[config.mk]
export PLATFORM = sky130hd
export DESIGN_NAME = burst_col_seq
export DESIGN_NICKNAME = d
export VERILOG_FILES = /design/src/rtl/bcs_pkg.sv /design/src/rtl/bcs_mode_reg.sv /design/src/rtl/bcs_col_gen.sv /design/src/rtl/bcs_rd_timing.sv /design/src/rtl/burst_col_seq.sv
export SDC_FILE = /design/constraint.sdc
export NUM_CORES = 1
export LEC_CHECK = 0
export BUFFER_PORTS_ARGS = -buffer_cell sky130_fd_sc_hd__buf_2
export CORE_UTILIZATION = 54
export CTS_BUF_LIST = sky130_fd_sc_hd__clkbuf_2 sky130_fd_sc_hd__clkbuf_4 sky130_fd_sc_hd__clkbuf_8
export DETAILED_ROUTE_END_ITERATION = 10
export PLACE_DENSITY = 0.82
export SLEW_MARGIN = 10
export SYNTH_ARGS = -nofsm -noshare
export SYNTH_HDL_FRONTEND = slang
export SYNTH_SLANG_ARGS = --single-unit
[constraint.sdc]
create_clock -name clk_i -period 2.6 [get_ports clk_i]
set_input_delay 0.26 -clock clk_i [delete_from_list [all_inputs] [get_ports clk_i]]
set_output_delay 0.26 -clock clk_i [all_outputs]
set_load 0.005 [all_outputs]
[src/rtl/bcs_pkg.sv]
package bcs_pkg;
  localparam int COL_W  = 8;
  localparam int MODE_W = 10;

  typedef struct packed {
    logic [COL_W-1:0] mask;   // burst length minus one
    logic             full;
    logic             ilv;
    logic             cl3;
    logic             wsingle;
  } mode_cfg_t;

  localparam mode_cfg_t CFG_RESET = '{mask: '0, full: 1'b0, ilv: 1'b0, cl3: 1'b0, wsingle: 1'b0};

  function automatic logic mode_legal(input logic [MODE_W-1:0] w);
    logic bl_ok, cl_ok;
    bl_ok = (w[2:0] inside {3'b000, 3'b001, 3'b010, 3'b011, 3'b111});
    cl_ok = (w[6:4] inside {3'b010, 3'b011});
    return bl_ok && cl_ok && (w[8:7] == 2'b00) && !(w[3] && (w[2:0] == 3'b111));
  endfunction

  function automatic mode_cfg_t mode_decode(input logic [MODE_W-1:0] w);
    mode_cfg_t c;
    c.full    = (w[2:0] == 3'b111);
    c.ilv     = w[3];
    c.cl3     = (w[6:4] == 3'b011);
    c.wsingle = w[9];
    case (w[2:0])
      3'b001:  c.mask = COL_W'(1);
      3'b010:  c.mask = COL_W'(3);
      3'b011:  c.mask = COL_W'(7);
      3'b111:  c.mask = '1;
      default: c.mask = '0;
    endcase
    return c;
  endfunction
endpackage

[src/rtl/bcs_mode_reg.sv]
module bcs_mode_reg
  import bcs_pkg::*;
(
  input  logic              clk_i,
  input  logic              rst_ni,
  input  logic              we_i,
  input  logic [MODE_W-1:0] word_i,
  output mode_cfg_t         cfg_o,
  output logic              err_o
);
  always_ff @(posedge clk_i or negedge rst_ni) begin
    if (!rst_ni) begin
      cfg_o <= CFG_RESET;
      err_o <= 1'b0;
    end else if (we_i) begin
      if (mode_legal(word_i)) begin
        cfg_o <= mode_decode(word_i);
        err_o <= 1'b0;
      end else begin
        err_o <= 1'b1;
      end
    end
  end
endmodule

[src/rtl/bcs_col_gen.sv]
module bcs_col_gen
  import bcs_pkg::*;
(
  input  logic             clk_i,
  input  logic             rst_ni,
  input  logic [COL_W-1:0] mask_i,
  input  logic             full_i,
  input  logic             ilv_i,
  input  logic             wsingle_i,
  input  logic             start_i,
  input  logic [COL_W-1:0] start_col_i,
  input  logic             rd_i,
  input  logic             stop_i,
  output logic [COL_W-1:0] col_o,
  output logic             active_o,
  output logic             rd_o,
  output logic             full_o
);
  logic [COL_W-1:0] base_q, idx_q, mask_q;
  logic             ilv_q;
  logic             one_wr;

  assign one_wr = !rd_i && wsingle_i;

  always_ff @(posedge clk_i or negedge rst_ni) begin
    if (!rst_ni) begin
      active_o <= 1'b0;
      base_q   <= '0;
      idx_q    <= '0;
      mask_q   <= '0;
      ilv_q    <= 1'b0;
      rd_o     <= 1'b0;
      full_o   <= 1'b0;
    end else if (start_i) begin
      active_o <= 1'b1;
      base_q   <= start_col_i;
      idx_q    <= '0;
      mask_q   <= one_wr ? '0 : mask_i;
      full_o   <= full_i && !one_wr;
      ilv_q    <= ilv_i;
      rd_o     <= rd_i;
    end else if (active_o) begin
      if (full_o && stop_i) active_o <= 1'b0;
      else if (!full_o && (idx_q == mask_q)) active_o <= 1'b0;
      else idx_q <= idx_q + 1'b1;   // full page wraps at 2**COL_W
    end
  end

  logic [COL_W-1:0] step;
  assign step  = ilv_q ? (base_q ^ idx_q) : (base_q + idx_q);
  assign col_o = (base_q & ~mask_q) | (step & mask_q);
endmodule

[src/rtl/bcs_rd_timing.sv]
module bcs_rd_timing #(
  parameter int NB     = 8,
  parameter int MAX_CL = 3,
  parameter int DQM_LAT = 2
) (
  input  logic          clk_i,
  input  logic          rst_ni,
  input  logic          issue_i,
  input  logic          cl3_i,
  input  logic [NB-1:0] dqm_i,
  output logic          rd_valid_o,
  output logic [NB-1:0] oe_o
);
  logic [MAX_CL-1:0] pipe_q;
  logic [NB-1:0]     dqm_q [DQM_LAT];

  always_ff @(posedge clk_i or negedge rst_ni) begin
    if (!rst_ni) pipe_q <= '0;
    else         pipe_q <= {pipe_q[MAX_CL-2:0], issue_i};
  end

  for (genvar s = 0; s < DQM_LAT; s++) begin : g_dqm
    always_ff @(posedge clk_i or negedge rst_ni) begin
      if (!rst_ni)     dqm_q[s] <= '0;
      else if (s == 0) dqm_q[s] <= dqm_i;
      else             dqm_q[s] <= dqm_q[(s == 0) ? 0 : s-1];
    end
  end

  assign rd_valid_o = cl3_i ? pipe_q[MAX_CL-1] : pipe_q[MAX_CL-2];
  assign oe_o       = {NB{rd_valid_o}} & ~dqm_q[DQM_LAT-1];
endmodule

[src/rtl/burst_col_seq.sv]
module burst_col_seq
  import bcs_pkg::*;
#(
  parameter int NB = 8
) (
  input  logic              clk_i,
  input  logic              rst_ni,
  input  logic              mode_we_i,
  input  logic [MODE_W-1:0] mode_i,
  input  logic              start_i,
  input  logic [COL_W-1:0]  start_col_i,
  input  logic              rd_i,
  input  logic              stop_i,
  input  logic [NB-1:0]     dqm_i,
  output logic [COL_W-1:0]  col_o,
  output logic              active_o,
  output logic              rd_valid_o,
  output logic [NB-1:0]     oe_o,
  output logic              mode_err_o
);
  mode_cfg_t cfg;
  logic      rd_burst, full_run, issue;

  bcs_mode_reg u_mode (
    .clk_i (clk_i), .rst_ni (rst_ni), .we_i (mode_we_i), .word_i (mode_i),
    .cfg_o (cfg), .err_o (mode_err_o)
  );

  bcs_col_gen u_col (
    .clk_i (clk_i), .rst_ni (rst_ni),
    .mask_i (cfg.mask), .full_i (cfg.full), .ilv_i (cfg.ilv), .wsingle_i (cfg.wsingle),
    .start_i (start_i), .start_col_i (start_col_i), .rd_i (rd_i), .stop_i (stop_i),
    .col_o (col_o), .active_o (active_o), .rd_o (rd_burst), .full_o (full_run)
  );

  assign issue = active_o && rd_burst;

  bcs_rd_timing #(.NB(NB)) u_rd (
    .clk_i (clk_i), .rst_ni (rst_ni), .issue_i (issue), .cl3_i (cfg.cl3),
    .dqm_i (dqm_i), .rd_valid_o (rd_valid_o), .oe_o (oe_o)
  );
endmodule

# Word-level counts from Yosys, hierarchy flattened
# Index checks and enable logic that the tools add are counted.
# Widths: inputs -> output; s select.
dict set report classes {
  bitwise_logic 7
  reduce_logical 20
  eq_ne 9
  addsub 2
  mux 13
}
# operator count
set ops {}
lappend ops {{$mux 8} 6}
lappend ops {{$pmux 8 s4} 1}
lappend ops {{$and 8x8->8} 3}
lappend ops {{$not 8->8} 2}
lappend ops {{$eq 3x2->1 const B} 4}
lappend ops {{$logic_and 1x1->1} 9}
lappend ops {{$add 8x1->8 const B} 1}
lappend ops {{$add 8x8->8} 1}
lappend ops {{$eq 8x8->1} 1}
lappend ops {{$or 8x8->8} 1}
lappend ops {{$xor 8x8->8} 1}
lappend ops {{$mux 1} 6}
lappend ops {{$reduce_bool 5->1} 1}
lappend ops {{$logic_not 1->1} 4}
lappend ops {{$ne 2x2->1 const B} 2}
lappend ops {{$reduce_bool 2->1} 2}
lappend ops {{$eq 3x1->1 const B} 1}
lappend ops {{$eq 3x3->1 const B} 1}
lappend ops {{$logic_not 3->1} 1}
lappend ops {{$reduce_and 3->1} 1}
lappend ops {{$logic_not 2->1} 1}
lappend ops {{$reduce_and 2->1} 1}
dict set report totals {
  word_cells 67
  regBits 60
  out_inout_bits 19
  in_bits 32
}

# Depth between registers and ports, before layout
dict set report depth {
  depth_word 6
  depth_mapped 8
}

# Hierarchy
# Synthesis repeated with hierarchy kept, for this count alone.
dict set report unflattened {
  cells_unflattened 244
  area_unflattened_um2 2663.8
}
# mod cells_per_inst n_inst area_each_um2 seq_area_each_um2
set by_module_without_submodules {}
lappend by_module_without_submodules {bcs_col_gen 181 1 1715.4 700.7}
lappend by_module_without_submodules {bcs_rd_timing 29 1 531.8 475.5}
lappend by_module_without_submodules {bcs_mode_reg 33 1 410.4 200.2}
lappend by_module_without_submodules {burst_col_seq 1 1 6.3 0.0}

# Worst setup path after synthesis
# OpenSTA, ideal clock, no wires.
dict set report synth_timing {
  path_kind {register -> output}
  start {reg u_col.idx_q[0]}
  end {out col_o[6]}
  path_stages_with_launch 9
  arrival_ns 2.009
  path_buffers 0
  setup_slack_ns 0.331
  path_cell_list {dfrtp_1 > ha_1 > inv_1 > fa_1 > nand2b_1 > a211oi_1 > a31oi_1 > xnor2_1 > mux2_2}
}
dict set report synth_via {
  elab_chain_len 4
}
# item line
set synth_rtl {}
lappend synth_rtl {{from (decl)} bcs_col_gen.sv:19} ;# logic [COL_W-1:0] base_q, idx_q, mask_q;
lappend synth_rtl {{from (signal assigned)} bcs_col_gen.sv:45} ;# else idx_q <= idx_q + 1'b1;
lappend synth_rtl {{$add 8x8->8} bcs_col_gen.sv:50} ;# assign step = ilv_q ? (base_q ^ idx_q) : (base_q + idx_q);
lappend synth_rtl {{$mux 8} bcs_col_gen.sv:50}
lappend synth_rtl {{$and 8x8->8} bcs_col_gen.sv:51} ;# assign col_o = (base_q & ~mask_q) | (step & mask_q);
lappend synth_rtl {{$or 8x8->8} bcs_col_gen.sv:51}
lappend synth_rtl {{to (decl)} burst_col_seq.sv:15} ;# output logic [COL_W-1:0] col_o,
# Every way passes these cells.

# Worst setup path after layout
dict set report layout_timing {
  start {reg u_col.base_q[0]}
  end {out col_o[6]}
}
dict set report layout_via {
  elab_chain_len 4
}
# item line
set layout_rtl {}
lappend layout_rtl {{from (decl)} bcs_col_gen.sv:19}
lappend layout_rtl {{from (signal assigned)} bcs_col_gen.sv:36} ;# base_q <= start_col_i;
lappend layout_rtl {{$add 8x8->8} bcs_col_gen.sv:50}
lappend layout_rtl {{$mux 8} bcs_col_gen.sv:50}
lappend layout_rtl {{$and 8x8->8} bcs_col_gen.sv:51}
lappend layout_rtl {{$or 8x8->8} bcs_col_gen.sv:51}
# Every way passes these cells.

==> metrics.txt <==
# TYPE chip_impl_metric gauge
chip_impl_info{name="run_status",value="finished, final reports clean"} 1
chip_impl_info{name="dominant_combinational_cell_family_by_area_after_synthesis",value="simple AND/OR/NAND/NOR gates"} 1
chip_impl_metric{name="drcViolationCount",unit=""} 0
chip_impl_info{name="layout_commonest_cell",value="sky130_fd_sc_hd__dfrtp_1"} 1
chip_impl_metric{name="die_x",unit="um"} 67.4
chip_impl_metric{name="worst-endpoint-arrival",unit="ns"} 2.28
chip_impl_metric{name="synthDistinctLibCells",unit=""} 43
chip_impl_metric{name="synth-seq-cells",unit=""} 50
chip_impl_info{name="r2r-start",value="u_col.idx_q[3]"} 1
chip_impl_metric{name="postRouteAntennaNets",unit=""} 0
chip_impl_metric{name="dr.pass1.iters",unit=""} 4
chip_impl_info{name="yosys.area.top_type",value="sky130_fd_sc_hd__dfrtp_1"} 1
chip_impl_metric{name="final-setup-viol-count",unit=""} 0
chip_impl_metric{name="tot_gr_track_use",unit="%"} 22.0
chip_impl_metric{name="dpl_cell_area",unit="sq um"} 2620
chip_impl_metric{name="syn_avg_cell_area",unit="sq um"} 10.9
chip_impl_info{name="cp-start-kind",value="flop"} 1
chip_impl_metric{name="syn-num-nets",unit=""} 253
chip_impl_metric{name="p_leak",unit="nW"} 1.32
chip_impl_info{name="path_delay_family",value="adder cells"} 1
chip_impl_info{name="global_route.peak_usage_layer",value="met2"} 1
chip_impl_metric{name="synth-compound-area-share",unit="%"} 11.4
chip_impl_metric{name="pwr-share-clk",unit="%"} 22.8
chip_impl_metric{name="globalplace.congestion",unit=""} 0.862
chip_impl_metric{name="ys.warnings.count",unit=""} 0
chip_impl_metric{name="hold_violations",unit=""} 0
chip_impl_metric{name="use_met1",unit="%"} 25.3
chip_impl_metric{name="comb_power_share",unit="%"} 28.8
chip_impl_metric{name="finalClockSkew",unit="ns"} 0.00806
chip_impl_info{name="worstHoldPathType",value="in -> reg"} 1
chip_impl_metric{name="grt_pass1_vias",unit=""} 1669
chip_impl_metric{name="synth_top_cell_area_share",unit="%"} 54.1
chip_impl_metric{name="antenna-diode-count",unit=""} 0
chip_impl_metric{name="cts_num_sinks",unit=""} 50
chip_impl_metric{name="layout_min_cycle_time",unit="ns"} 2.54
chip_impl_info{name="yosys_most_used_dff",value="sky130_fd_sc_hd__dfrtp_1"} 1
chip_impl_metric{name="synthMuxAreaShare",unit="%"} 7.85
chip_impl_metric{name="final.period_utilization",unit="%"} 97.7
chip_impl_metric{name="rows",unit=""} 23
chip_impl_metric{name="clk-insertion-delay-late",unit="ns"} 0.31
chip_impl_info{name="critical-path-slowest-cell",value="sky130_fd_sc_hd__dfrtp_1"} 1
chip_impl_metric{name="sequentialPowerShare",unit="%"} 48.4
chip_impl_metric{name="timing_max_transition_violations_final",unit=""} 0
chip_impl_metric{name="place_hpwl",unit="um"} 3240
chip_impl_metric{name="portBuffers",unit=""} 50
chip_impl_info{name="cts_root_buf",value="sky130_fd_sc_hd__clkbuf_8"} 1
chip_impl_metric{name="yosysSeqAreaShare",unit="%"} 54.1
chip_impl_info{name="path_class",value="reg -> out"} 1
chip_impl_metric{name="setup_slack_of_the_worst_register_to_register_path",unit="ns"} 0.58
chip_impl_metric{name="worstHoldPathCells",unit=""} 1
chip_impl_metric{name="clkTransAtPathRegs",unit="ns"} 0.09
chip_impl_metric{name="slew-limit-headroom",unit="%"} 54.6
chip_impl_metric{name="max_cap_violations",unit=""} 0
chip_impl_metric{name="fill_cells",unit=""} 313
chip_impl_metric{name="grt.met3_usage",unit="%"} 4.56
chip_impl_metric{name="dp_worst_setup_slack",unit="ns"} 0.212
chip_impl_info{name="tritoncts",value="built"} 1
chip_impl_info{name="min_from",value="dqm_i[7]"} 1
chip_impl_metric{name="final_core_util",unit="%"} 69.2
chip_impl_metric{name="yosys.area_share.xor_xnor",unit="%"} 4.17
chip_impl_info{name="synth_top_cells_by_area",value="sky130_fd_sc_hd__dfrtp_1 54%, sky130_fd_sc_hd__mux2_2 6.3%, sky130_fd_sc_hd__ha_1 4.3%, sky130_fd_sc_hd__nor2_1 4.1%, sky130_fd_sc_hd__nand2_1 2.8%"} 1
chip_impl_metric{name="max-clock-path-buffers",unit=""} 2
chip_impl_metric{name="netSwitchingPower",unit="mW"} 0.622
chip_impl_metric{name="vdd_ir_drop_max",unit="mV"} 0.490
chip_impl_metric{name="initial_core_util",unit="%"} 57.0
chip_impl_metric{name="routed-via-count",unit=""} 1757
chip_impl_metric{name="power_density",unit="nW/um^2"} 698
chip_impl_metric{name="grt_overflow",unit=""} 0
chip_impl_metric{name="r2r.worst_path.cells",unit=""} 4
chip_impl_metric{name="instance_count_of_the_mapped_netlist",unit=""} 212
chip_impl_metric{name="internal_power",unit="mW"} 1.34
chip_impl_metric{name="cp_num_buf_inv",unit=""} 2
chip_impl_metric{name="drive_above_1_share",unit="%"} 34.8
chip_impl_metric{name="routed_via_density",unit=""} 5.44
chip_impl_metric{name="htreeDepth",unit=""} 2
chip_impl_info{name="critPathCaptureType",value="primary output"} 1
chip_impl_metric{name="grt_start_max_net_pins",unit=""} 40
chip_impl_metric{name="area.growth.synth_to_final",unit="%"} 21.4
chip_impl_metric{name="cpPeakStageDelay",unit="ns"} 0.37
chip_impl_metric{name="post_synth_and_or_nand_nor_area_fraction",unit="%"} 14.4
chip_impl_metric{name="stdcell_area",unit="sq um"} 2810
chip_impl_metric{name="final_critical_path_setup_slack",unit="ns"} 0.0591
chip_impl_metric{name="route.detailed.wl_per_inst",unit="um"} 14.2
chip_impl_info{name="unrepaired_setup_endpoints_after_global_routing",value="true"} 1
chip_impl_metric{name="sw_frac_of_total",unit="%"} 31.8
chip_impl_info{name="layout_common_cells",value="50 x sky130_fd_sc_hd__dfrtp_1, 49 x sky130_fd_sc_hd__buf_2, 25 x sky130_fd_sc_hd__nor2_1, 17 x sky130_fd_sc_hd__nand2_1, 12 x sky130_fd_sc_hd__mux2_2"} 1
chip_impl_metric{name="wl",unit="um"} 4590
chip_impl_metric{name="design.final.nets",unit=""} 313
chip_impl_metric{name="tritoncts.num_buffers",unit=""} 5
chip_impl_info{name="r2r_end",value="u_col.idx_q[2]"} 1
chip_impl_metric{name="max_clock_freq",unit="GHz"} 0.394
chip_impl_metric{name="setup-tns-final",unit="ns"} 0
chip_impl_metric{name="async_flop_share",unit="%"} 100
chip_impl_info{name="whs_endpoint",value="u_rd.dqm_q[15]"} 1
chip_impl_metric{name="syn_std_cell_area",unit="sq um"} 2310
chip_impl_metric{name="gr-usage-met2",unit="%"} 39.6
chip_impl_metric{name="synth-edff-count",unit=""} 0
chip_impl_metric{name="core_area",unit="sq um"} 4060
chip_impl_metric{name="grt_first_pass_wirelength",unit="um"} 7190
chip_impl_metric{name="antenna_violations_before_repair",unit=""} 0
chip_impl_metric{name="critical_path_required",unit="ns"} 2.34
chip_impl_info{name="crit_path_cell_trace",value="ha_2, inv_2, fa_2, nand2b_4, a211oi_4, a31oi_1, xnor2_1, mux2_4, buf_6"} 1
chip_impl_metric{name="initialDrtViolationCount",unit=""} 83
chip_impl_metric{name="synth_adder_area_share",unit="%"} 5.19
chip_impl_metric{name="die_y",unit="um"} 67.4
chip_impl_metric{name="boundaryPins",unit=""} 51
chip_impl_metric{name="tightest_slew",unit="ns"} 0.662
chip_impl_metric{name="die_footprint",unit="sq um"} 4550
chip_impl_metric{name="critical_path.max_fanout",unit=""} 2
state kept, by name, summed over array words and instances, names as in the netlist:
name,cells
u_col.idx_q,8
u_col.ilv_q,1
u_col.mask_q,4
u_mode.cfg_o,7
u_col.active_o,1
u_col.rd_o,1
u_rd.pipe_q,3
u_mode.err_o,1
u_rd.dqm_q,16
u_col.base_q,8
cell type report:
class | instances | area [sq um] | share of cell area (%)
clock buffer | 5 | 68.8 | 2.45
timing repair buffer | 59 | 327 | 11.6
tap | 50 | 62.6 | 2.23
clock inverter | 3 | 21.3 | 0.758
sequential | 50 | 1250 | 44.6
inverter | 11 | 41.3 | 1.47
multi-input combinational | 145 | 1040 | 36.9
per-stage QoR:
step	std cells	power, mW	hold slack [ns]
floorplan	212	1.28	-0.0356
global placement	309	1.45	0.153
detailed placement	309	1.48	0.152
CTS	321	1.94	0.0420
global route	323	2.08	0.0439
finish	323	1.96	0.0525
how the worst max path moves through the flow:
stage	cells after the start	start	end
2_1_floorplan	8	u_col.idx_q[0]	col_o[6]
3_3_place_gp	9	u_col.base_q[0]	col_o[6]
3_5_place_dp	9	u_col.base_q[0]	col_o[6]
4_1_cts	9	u_col.idx_q[0]	col_o[6]
5_1_grt	9	u_col.base_q[0]	col_o[6]
6_report	9	u_col.base_q[0]	col_o[6]
per-layer routing:
layer / vias to the layer above / wire (um)
met5: - / 0
met4: 0 / 93
met3: 9 / 145
met2: 42 / 2370
met1: 856 / 1980
li1: 850 / -
power groups by stage:
stage	clock network [mW]	logic (mW)	registers, mW
finish	0.447	0.564	0.948
global route	0.481	0.635	0.960
CTS	0.459	0.532	0.945
detailed placement	0	0.514	0.961
global placement	0	0.498	0.956
floorplan	0	0.336	0.943
logic make-up (layout without fill, tap and decap cells):
kind of cell,Yosys count,count (layout)
DFF,50,50
muxes,16,16
xor gates and xnor gates,11,11
and+or+nand+nor,70,70
AOI/OAI and AO/OA,39,39
buffers and inverters,17,78
adders and majority gates,9,9
cell usage after synthesis, types with 2 or more instances:
cell	n
sky130_fd_sc_hd__dfrtp_1	50
sky130_fd_sc_hd__nor2_1	25
sky130_fd_sc_hd__nand2_1	17
sky130_fd_sc_hd__mux2_2	13
sky130_fd_sc_hd__inv_1	11
sky130_fd_sc_hd__o21ai_0	11
sky130_fd_sc_hd__a21oi_1	10
sky130_fd_sc_hd__ha_1	8
sky130_fd_sc_hd__nand3_1	8
sky130_fd_sc_hd__xnor2_1	7
sky130_fd_sc_hd__clkbuf_1	4
sky130_fd_sc_hd__nor2b_1	4
sky130_fd_sc_hd__o22ai_1	4
sky130_fd_sc_hd__xor2_1	4
sky130_fd_sc_hd__nor3_1	3
sky130_fd_sc_hd__a211oi_1	2
sky130_fd_sc_hd__a31oi_1	2
sky130_fd_sc_hd__mux2i_1	2
sky130_fd_sc_hd__nand2b_1	2
sky130_fd_sc_hd__or3_1	2
what timing repair did:
action / in CTS / in global routing
hold buffers: 1 / 0
resized for setup: 2 / 9
pin swaps: 1 / 4
endpoints found under the hold margin: 11 / 0
buffers inserted: 3 / 2
endpoints found under the setup margin: 1 / 4
worst reg2reg max path: cells and delay by family, from the launching register on:
kind               cells  cell delay [ns]
AOI/OAI and AO/OA      1             0.53
DFF                    1             0.45
muxes                  1             0.31
and+or+nand+nor        2             0.62
Power figures use the tool's default switching activity.
